[src/rtl/pwm_dith_pkg.sv]
package pwm_dith_pkg;

    typedef enum logic [1:0] {
        ST_OFF  = 2'd0,
        ST_HIGH = 2'd1,
        ST_LOW  = 2'd2
    } pwm_state_e;

    typedef enum logic {
        MODE_FOUR = 1'b0,
        MODE_TWO  = 1'b1
    } split_mode_e;

endpackage

[src/rtl/pwm_period_ctr.sv]
module pwm_period_ctr #(
    parameter int DW = 8
) (
    input  logic          clk,
    input  logic          rst_n,
    input  logic          en,
    input  logic          run,
    output logic [DW-1:0] cnt_nxt,
    output logic          period_start
);

    logic [DW-1:0] cnt;

    always_comb begin
        cnt_nxt      = run ? cnt + {{(DW-1){1'b0}}, 1'b1} : '0;
        period_start = (cnt_nxt == '0);
    end

    always_ff @(posedge clk or negedge rst_n) begin
        if (!rst_n)
            cnt <= '0;
        else if (en)
            cnt <= cnt_nxt;
        else
            cnt <= '0;
    end

    AST_CNT_STEP: assert property (@(posedge clk) disable iff (!rst_n)
        (en && run) ##1 en |-> cnt == $past(cnt) + {{(DW-1){1'b0}}, 1'b1});

    AST_CNT_CLEAR: assert property (@(posedge clk) disable iff (!rst_n)
        !en |=> cnt == '0);

endmodule

[src/rtl/pwm_duty_shadow.sv]
module pwm_duty_shadow
    import pwm_dith_pkg::*;
#(
    parameter int DW = 8
) (
    input  logic          clk,
    input  logic          rst_n,
    input  logic          load,
    input  logic [DW-1:0] duty_in,
    input  split_mode_e   mode_in,
    output logic [DW-1:0] eff_duty,
    output split_mode_e   eff_mode
);

    logic [DW-1:0] sh_duty;
    split_mode_e   sh_mode;

    always_ff @(posedge clk or negedge rst_n) begin
        if (!rst_n) begin
            sh_duty <= '0;
            sh_mode <= MODE_FOUR;
        end else if (load) begin
            sh_duty <= duty_in;
            sh_mode <= mode_in;
        end
    end

    always_comb begin
        eff_duty = load ? duty_in : sh_duty;
        eff_mode = load ? mode_in : sh_mode;
    end

    AST_SHADOW_HOLD: assert property (@(posedge clk) disable iff (!rst_n)
        !load |=> ($stable(sh_duty) && $stable(sh_mode)));

endmodule

[src/rtl/pwm_slice_cmp.sv]
module pwm_slice_cmp
    import pwm_dith_pkg::*;
#(
    parameter int DW    = 8,
    parameter int EXT_A = 2,
    parameter int EXT_B = 1
) (
    input  logic [DW-1:0] cnt,
    input  logic [DW-1:0] duty,
    input  split_mode_e   mode,
    output logic          hi
);

    localparam int NMODE = 2;

    logic [NMODE-1:0] hi_m;

    for (genvar m = 0; m < NMODE; m++) begin : g_mode
        localparam int E  = (m == 0) ? EXT_A : EXT_B;
        localparam int PW = DW - E;
        localparam logic [DW-1:0] PMASK = {{E{1'b0}}, {PW{1'b1}}};
        localparam logic [DW-1:0] EMASK = {{PW{1'b0}}, {E{1'b1}}};

        logic [DW-1:0] sub_v;
        logic [DW-1:0] pos_v;
        logic [DW-1:0] base_v;
        logic [DW-1:0] ext_v;
        logic [DW:0]   len_v;

        always_comb begin
            sub_v   = cnt >> PW;
            pos_v   = cnt & PMASK;
            base_v  = duty >> E;
            ext_v   = duty & EMASK;
            len_v   = {1'b0, base_v} + {{DW{1'b0}}, (sub_v < ext_v)};
            hi_m[m] = ({1'b0, pos_v} < len_v);
        end
    end

    always_comb hi = hi_m[mode];

endmodule

[src/rtl/pwm_fsm.sv]
module pwm_fsm
    import pwm_dith_pkg::*;
(
    input  logic clk,
    input  logic rst_n,
    input  logic en,
    input  logic hi_next,
    input  logic port_bit,
    output logic run,
    output logic pin
);

    pwm_state_e state, state_nxt;

    always_comb begin
        state_nxt = state;
        unique case (state)
            ST_OFF:  if (en) state_nxt = hi_next ? ST_HIGH : ST_LOW;      // T_START
            ST_HIGH: if (!en)         state_nxt = ST_OFF;                 // T_STOP
                     else if (!hi_next) state_nxt = ST_LOW;               // T_FALL
            ST_LOW:  if (!en)         state_nxt = ST_OFF;                 // T_STOP
                     else if (hi_next)  state_nxt = ST_HIGH;              // T_RISE
            default: state_nxt = ST_OFF;
        endcase
    end

    always_ff @(posedge clk or negedge rst_n) begin
        if (!rst_n) state <= ST_OFF;
        else        state <= state_nxt;
    end

    always_comb begin
        run = (state != ST_OFF);
        if (!en) pin = port_bit;
        else     pin = port_bit && (state == ST_HIGH);
    end

    AST_OFF_WHEN_DISABLED: assert property (@(posedge clk) disable iff (!rst_n)
        !en |=> state == ST_OFF);

    AST_RUN_AFTER_ENABLE: assert property (@(posedge clk) disable iff (!rst_n)
        en |=> (!en || state != ST_OFF));

    AST_GATE_LOW: assert property (@(posedge clk) disable iff (!rst_n)
        (en && !port_bit) |-> !pin);

endmodule

[src/rtl/pwm_dither_gen.sv]
module pwm_dither_gen
    import pwm_dith_pkg::*;
#(
    parameter int DW    = 8,
    parameter int EXT_A = 2,
    parameter int EXT_B = 1
) (
    input  logic          clk,
    input  logic          rst_n,
    input  logic          mode_sel,
    input  logic [DW-1:0] duty,
    input  logic          pwm_en,
    input  logic          port_bit,
    output logic          pwm_out
);

    logic [DW-1:0] cnt_nxt;
    logic          period_start;
    logic          run;
    logic          hi_next;
    logic [DW-1:0] eff_duty;
    split_mode_e   eff_mode;
    split_mode_e   mode_in;

    always_comb mode_in = split_mode_e'(mode_sel);

    pwm_period_ctr #(.DW(DW)) u_ctr (
        .clk          (clk),
        .rst_n        (rst_n),
        .en           (pwm_en),
        .run          (run),
        .cnt_nxt      (cnt_nxt),
        .period_start (period_start)
    );

    pwm_duty_shadow #(.DW(DW)) u_shadow (
        .clk      (clk),
        .rst_n    (rst_n),
        .load     (pwm_en && period_start),
        .duty_in  (duty),
        .mode_in  (mode_in),
        .eff_duty (eff_duty),
        .eff_mode (eff_mode)
    );

    pwm_slice_cmp #(.DW(DW), .EXT_A(EXT_A), .EXT_B(EXT_B)) u_cmp (
        .cnt  (cnt_nxt),
        .duty (eff_duty),
        .mode (eff_mode),
        .hi   (hi_next)
    );

    pwm_fsm u_fsm (
        .clk      (clk),
        .rst_n    (rst_n),
        .en       (pwm_en),
        .hi_next  (hi_next),
        .port_bit (port_bit),
        .run      (run),
        .pin      (pwm_out)
    );

endmodule

[config.mk]
export PLATFORM = sky130hd
export DESIGN_NAME = pwm_dither_gen
export DESIGN_NICKNAME = d
export VERILOG_FILES = /design/src/rtl/pwm_dith_pkg.sv /design/src/rtl/pwm_period_ctr.sv /design/src/rtl/pwm_duty_shadow.sv /design/src/rtl/pwm_slice_cmp.sv /design/src/rtl/pwm_fsm.sv /design/src/rtl/pwm_dither_gen.sv
export SDC_FILE = /design/constraint.sdc
export NUM_CORES = 1
export LEC_CHECK = 0
export ABC_AREA = 1
export CAP_MARGIN = 40
export CORE_MARGIN = 2
export CORE_UTILIZATION = 47
export DETAILED_ROUTE_END_ITERATION = 8
export DONT_BUFFER_PORTS = 1
export GPL_ROUTABILITY_DRIVEN = 0
export GPL_TIMING_DRIVEN = 0
export PLACE_DENSITY_LB_ADDON = 0.08
export SYNTH_ARGS = -nofsm -noshare
export SYNTH_HDL_FRONTEND = slang
export SYNTH_SLANG_ARGS = --single-unit
[constraint.sdc]
create_clock -name clk -period 4.52 [get_ports clk]
set_input_delay 0.904 -clock clk [delete_from_list [all_inputs] [get_ports clk]]
set_output_delay 0.904 -clock clk [all_outputs]
set_load 0.05 [all_outputs]
==> impl_results.md, run 1 <==
- Peak VDD IR: 0.230 mV
- DP HPWL: about 2.5 mm
- Vias: 1249
- Pins Over Slew Limit: 0
- Die X-Extent: between 60 and 70 µm
- Yosys warnings: 0
- Area Growth Syn to Fin: 5.65%
- Worst Setup EP: u_fsm.state[0]
- Die area: 3920 µm²
- Site Rows: 21
- Cts hold-fix bufs: 0
- Post-CTS Resized: 0
- Gate Count Post-Synth: 194
- Final setup fails: 0
- PwrDens: roughly 520 nW/µm²
- CTS Buf Count: 3
- 1st-pass router iterations: 4
- R2r startpoint: u_ctr.cnt[0]
- Io pins: 14
- TritonCTS clock tree: built
- Syn Std Cell Area: 1620 µm²
- Register area share after synthesis: 29.4%
- Crit end category: flop
- CP max FO: 10
- R2R setup slack: 0.72 ns
- GRT Util Overall: between 10% and 20%
- Area of the multi-input gates: 1010 µm²
- Total routed wirelength: 3.03 mm
- Final number of hold-violating endpoints: 0
- Net Count, Synth: 223
- Yosys reg bits: 19
- Top post-synthesis cells by area: dfrtp_1 29%, ha_1 12%, nand2_1 8.1%, inv_1 5.3%, nand2_4 4.9%
- Clock tree buffer depth: 2
- Syn_area_per_cell: 8.33 µm²
- Pleak: 0.864 nW
- Clk Latency, worst-skew pair: 0.31 ns
- Critical Path Start: u_ctr.cnt[0]
- Startpoint types: flop
- Initial antenna violation count: 0
- Fraction of layout cells with a size suffix above 1: around 24%
- Crit path cell chain: ha_1 -> nor2_1 -> nor2_4 -> nor2_4 -> nand2_4 -> nor2_8 -> nand2_4 -> buf_12 -> o21ai_2 -> nor2_1 -> maj3_2 -> ha_1 -> nand3_2 -> nor2_4 -> xnor2_1 -> ha_1 -> nand4_1 -> o221ai_1 -> a21oi_1 -> nor2_1 -> nand2_2 -> nand2_1 -> nor2_2
- Starting DRC count in detailed routing: 72
- R2R cell count: 23
- Hold crit path type: primary input to asynchronous set/reset pin
- Crit path depth: 23
- Crit path buffers/inverters: 1
- Largest net degree at the start of global routing: 20
- RSZ-0062 raised after global routing: false
- Starting density of the core: approximately half
- Setup ws final: just over 0.7 ns
- Combined flip-flop and latch cell area: 475 µm²
- Crit-path slowest cell: dfrtp_1
- Die H: 62.6 µm
- Core area: 3310 µm²
- Leading area contributor after synthesis: dfrtp_1
- Vias in the first global route: 1191
- Worst EP required: 4.73 ns
- First-pass GRT wire length: 5.52 mm
- Status: finished clean
- Final min period: 3.80 ns
- Antenna Cells: 0
- DRC: 0
- Post-route ant nets: 0
- Vias per std cell: 5.10
- Root buf cell: clkbuf_4
- Reg2reg end: u_fsm.state[0]
- Max incr delay on CP: roughly 0.47 ns
- Post-synth cell types: 30
- Path type of the worst setup path: flop to flop
- Worst slew pin tran: ~0.31 ns
- Clock sinks: 19
- Crit share post-route: 84.0%
- GR Overflow Total: 0
- I/O Buffers: 0
- Routed WL per cell: approximately 12 µm
- Final setup TNS: 0 ns
- Clock-pin slew on the worst setup and hold paths: 0.11 ns
- Number of fill cells: ~360
- Max_cap viols: 0
- Share of the synthesized area in the top cell type: 29.4%
- H-tree Lvls: 1
- Headroom to the max-slew limit: approximately four fifths
- Worst Clk Skew: 0.00174 ns
- Setup WS pre-CTS: 0.723 ns
- Delay-heaviest family, CP: simple AND/OR/NAND/NOR gates
- Fmax: 0.263 GHz
- Setup Fix Bufs, Post-CTS: 0
- WP data arrival: 4.00 ns
- Fin nets: 229
placed cells by master, fill, tap and decap left out, drive strengths merged, types with 2 or more instances in the layout:
cell | synthesis | layout
a21boi | 2 | 2
a21oi | 7 | 7
buf | 1 | 2
clkbuf | 0 | 4
dfrtp | 19 | 19
ha | 16 | 16
inv | 28 | 28
nand2 | 55 | 55
nand3 | 20 | 20
nor2 | 20 | 20
nor3 | 3 | 3
o21ai | 6 | 6
xnor2 | 2 | 2
xor2 | 8 | 8
worst register-to-register path, stage by stage, from the launching register on:
cell and delay (ns):
dfrtp_1 0.47, ha_1 0.27, nor2_1 0.23, nor2_4 0.09, nor2_4 0.12, nand2_4 0.07, nor2_8 0.17, nand2_4 0.08
buf_12 0.15, o21ai_2 0.17, nor2_1 0.06, maj3_2 0.31, ha_1 0.19, nand3_2 0.11, nor2_4 0.06, xnor2_1 0.12
ha_1 0.31, nand4_1 0.10, o221ai_1 0.20, a21oi_1 0.09, nor2_1 0.12, nand2_2 0.07, nand2_1 0.08, nor2_2 0.03
through the flow:
| stage | power [mW] | util, % | instances | hold WS (ns) | cell area [µm²] |
|---|---|---|---|---|---|
| 2_1_floorplan | 0.703 | - | 194 | 0.459 | 1620 |
| 3_3_place_gp | 0.790 | 50.6 | 240 | 0.507 | 1670 |
| 3_5_place_dp | 0.807 | 50.8 | 241 | 0.507 | 1680 |
| 4_1_cts | 0.897 | 51.6 | 245 | 0.270 | 1710 |
| 5_1_grt | 0.984 | 51.6 | 245 | 0.245 | 1710 |
| 6_report | 0.887 | 51.6 | 245 | 0.268 | 1710 |
worst min-delay path by stage:
stage                      from               end  slack, ns  cells after the start
2_1_floorplan  u_shadow.sh_mode  u_shadow.sh_mode       0.46                      2
3_3_place_gp   u_shadow.sh_mode  u_shadow.sh_mode       0.51                      2
3_5_place_dp   u_shadow.sh_mode  u_shadow.sh_mode       0.51                      2
4_1_cts                   rst_n      u_ctr.cnt[6]       0.27                      0
5_1_grt                   rst_n      u_ctr.cnt[2]       0.25                      0
6_report                  rst_n      u_ctr.cnt[6]       0.27                      0
cell type report:
class                           count  area share, %
Buffer                              1           1.17
Clock buffer                        4           1.54
Inverter                           29           6.52
Multi-Input combinational cell    145           59.1
Sequential cell                    19           27.8
Tap cell                           46           3.37
Timing Repair Buffer                1          0.440
kinds of logic (layout without fill, tap and decap cells):
kind of cell,count (synthesis),after routing,share of synthesized area (%)
buf+inv,30,35,8.13
compound gates,18,18,7.28
flops,19,19,29.4
fa+ha+maj,17,17,13.1
simple gates,100,100,36.7
xor+xnor,10,10,5.42
metal layers:
metal	share of wire, %	routed length (µm)	track usage [%]
met1	48	1440	23.9
met2	47	1440	28.8
met3	3.4	104	3.24
met4	1.6	48	5.83
met5	0	0	0
sequential cells by signal (all words and copies together) (netlist names):
register and count:
u_ctr.cnt 8, u_fsm.state 2, u_shadow.sh_duty 8, u_shadow.sh_mode 1
synth_stat cells, drive strengths merged:
master	instances
nor3	3
nor2	20
ha	16
xor2	8
nand3b	1
nand3	20
a31oi	1
a21boi	2
o221ai	1
nand4	1
dfrtp	19
nand2	55
o21bai	1
clkinv	1
a21oi	7
inv	28
buf	1
o21ai	6
xnor2	2
maj3	1
report_power, final:
group / total (mW) / leakage [nW] / internal, mW / switching, mW
sequential: 0.240 / 0.243 / 0.217 / 0.0227
clock: 0.0921 / 0.0150 / 0.0345 / 0.0575
combinational: 0.555 / 0.606 / 0.217 / 0.338
Power figures use the tool's default switching activity.
==> run 2, diff against run 1 <==
==> constraint.sdc (replaced) <==
create_clock -name clk -period 3.2 [get_ports clk]
set_input_delay 0.64 -clock clk [delete_from_list [all_inputs] [get_ports clk]]
set_output_delay 0.64 -clock clk [all_outputs]
set_load 0.05 [all_outputs]
==> run 2 against run 1 <==
The run now ends with negative setup slack left. Utilization is 6.8 points higher. Setup slack worse by 0.86 ns. Clock power increased by 40%. Non-clock buffer count is 10 higher. Critical path depth decreased by 1. Final area rose by 13%. Fmax up 14%. Global-route usage increased by 0.86 points. Count of clock-buffer cells in the layout fell by 1. Sequential cell count did not move. Critical endpoint unchanged. Largest power group unchanged.
==> impl_results.md, run 2 (synthesis results as in run 1) <==
- Starting DRC count in detailed routing: 55
- Crit end category: flop
- Antenna Cells: 0
- Comb power frac: about two thirds
- Dpl cell area: 1730 µm²
- Post-route ant nets: 0
- Hold Crit Start: duty[0]
- TritonCTS clock tree: built
- Peak VDD IR: 0.414 mV
- Startpoint types: flop
- Initial antenna violation count: 0
- Total routed wirelength: 3.28 mm
- R2r startpoint: u_ctr.cnt[1]
- CP max FO: 5
- GRT Util Overall: 18.6%
- Io pins: 14
- Max_cap viols: 0
- Headroom to the max-slew limit: 42.3%
- Pleak: 0.930 nW
- Most common cell after layout, fill and taps aside: nand2_1
- RSZ-0062 raised after global routing: true
- CTS Buf Count: 3
- Met1 usage in global routing: 23.2%
- Most frequent cells in the layout: 29 x nand2_1, 23 x inv_1, 18 x dfrtp_1
- Routed WL per cell: 12.9 µm
- H-tree Lvls: 1
- Worst slew pin tran: about 0.86 ns
- Final setup fails: 2
- Area Growth Syn to Fin: 19.5%
- Die H: 62.6 µm
- Crit share post-route: 104%
- Failing checks: negative setup slack
- Internal: 0.744 mW
- Worst Clk Skew: 0.00180 ns
- Net Sw Power: around 0.7 mW
- DP HPWL: ~2.6 mm
- WP data arrival: 3.54 ns
- Setup ws final: -0.139 ns
- Clock tree buffer depth: 2
- Fin nets: ~240
- Die X-Extent: 62.6 µm
- R2R setup slack: -0.14 ns
- Hold endpoint: u_shadow.sh_duty[0]
- Final setup TNS: -0.269 ns
- Clk Latency, worst-skew pair: roughly 0.31 ns
- Pins Over Slew Limit: 0
- Vias per std cell: a little over 5
- I/O Buffers: 0
- First-pass GRT wire length: 5.87 mm
- Regs by FF count: u_ctr.cnt (8), u_shadow.sh_duty (8), u_fsm.state (2)
- Status: finished, violations left
- Clock sinks: 19
- Starting density of the core: 48.8%
- Core area: about 3300 µm²
- Met3 usage: 2.52%
- Root buf cell: clkbuf_4
- Sw Ratio: 48.1%
- Hold crit path type: primary input to flop
- GR Overflow Total: 0
- Met2 usage: 33.5%
- Final Non-Filler Cells: roughly 260
- Final number of hold-violating endpoints: 0
- R2R cell count: 22
- Reg2reg end: u_fsm.state[0]
- Final min period: about 3.3 ns
- DRC: 0
- Final std cell area, no fill: 1930 µm²
- Clock-pin slew on the worst setup and hold paths: 0.12 ns
- Die area: 3920 µm²
- 1st-pass router iterations: 4
- Clock Power Share: 9.0%
- Worst EP required: 3.40 ns
- Seq pwr share: approximately a quarter
- Path type of the worst setup path: flop to flop
- Inst Count DP: 241
- Largest net degree at the start of global routing: 20
- Hold depth: 2
- Fraction of layout cells with a size suffix above 1: 39.2%
- Fmax: 0.299 GHz
- PwrDens: 742 nW/µm²
- Vias in the first global route: 1317
- Vias: approximately 1.3k
- GR peak layer: met2
- Site Rows: 21
-- run 2: cell count changes in the layout (fill, tap and decap cells not counted), sizes merged --
cell | previous run | this run
buf | 2 | 11
clkbuf | 4 | 3
clkinv | 1 | 2
dlygate4sd3 | 0 | 1
-- run 2: worst max-delay path, cell delays in order (launching register included) --
cell and delay [ns]:
dfrtp_1 0.43, ha_4 0.26, o21ai_4 0.15, nand2_2 0.09
nor2_4 0.10, nand2_4 0.07, nor2_8 0.12, nand2_8 0.08
o21ai_4 0.16, nor2_2 0.05, maj3_2 0.33, ha_4 0.17
nand3_4 0.07, nor2_4 0.04, xnor2_1 0.12, ha_1 0.33
nand4_1 0.12, o221ai_2 0.14, a21oi_1 0.08, nor2_1 0.13
nand2_2 0.08, nand2_2 0.06, nor2_2 0.03
-- run 2: layout make-up --
cell class,count,area [µm²]
timing repair buffer,12,92.6
multi-input combinational,145,1160
clock inverter,1,5.00
fill,328,1380
sequential,19,477
tap,46,57.6
inverter,29,114
clock buffer,3,22.5
-- run 2: metrics by stage --
stage	util, %	hold WS (ns)	setup WS (ns)	power (mW)
6_report	58.4	0.453	-0.139	1.43
3_3_place_gp	51.9	0.345	-0.349	1.16
5_1_grt	58.4	0.446	-0.391	1.58
2_1_floorplan	-	0.344	-0.0598	1.03
4_1_cts	54.8	0.00122	-0.198	1.36
3_5_place_dp	52.1	0.345	-0.434	1.19
-- run 2: worst max-delay path by stage --
| stage | startpoint | endpoint | slack (ns) | depth (start not counted) |
|---|---|---|---|---|
| final | u_ctr.cnt[1] | u_fsm.state[0] | -0.14 | 22 |
| after global placement | u_ctr.cnt[0] | u_fsm.state[0] | -0.35 | 29 |
| after CTS | u_ctr.cnt[0] | u_fsm.state[0] | -0.20 | 22 |
| after detailed placement | u_ctr.cnt[0] | u_fsm.state[0] | -0.43 | 29 |
| after floorplan | u_ctr.cnt[0] | u_fsm.state[0] | -0.06 | 23 |
| after global routing | u_ctr.cnt[0] | u_fsm.state[1] | -0.39 | 22 |
-- run 2: layer usage --
| metal | part of all wire (%) | wire (µm) |
|---|---|---|
| met3 | 1.8 | 60 |
| met4 | 0.97 | 32 |
| met2 | 52 | 1720 |
| met1 | 45 | 1470 |
| met5 | 0 | 0 |
-- run 2: power groups by stage --
stage          combinational, mW  sequential, mW  clock (mW)
5_1_grt                     1.09           0.343       0.147
3_3_place_gp               0.812           0.345           0
6_report                   0.968           0.337       0.129
2_1_floorplan              0.687           0.340           0
3_5_place_dp               0.837           0.349           0
4_1_cts                    0.896           0.338       0.131
-- run 2: timing repair --
action	CTS	global route
hold endpoints to repair	0	19
setup buffers	7	3
resized for setup	10	17
hold buffers	0	1
endpoints found under the setup margin	2	2
pin swaps	21	26
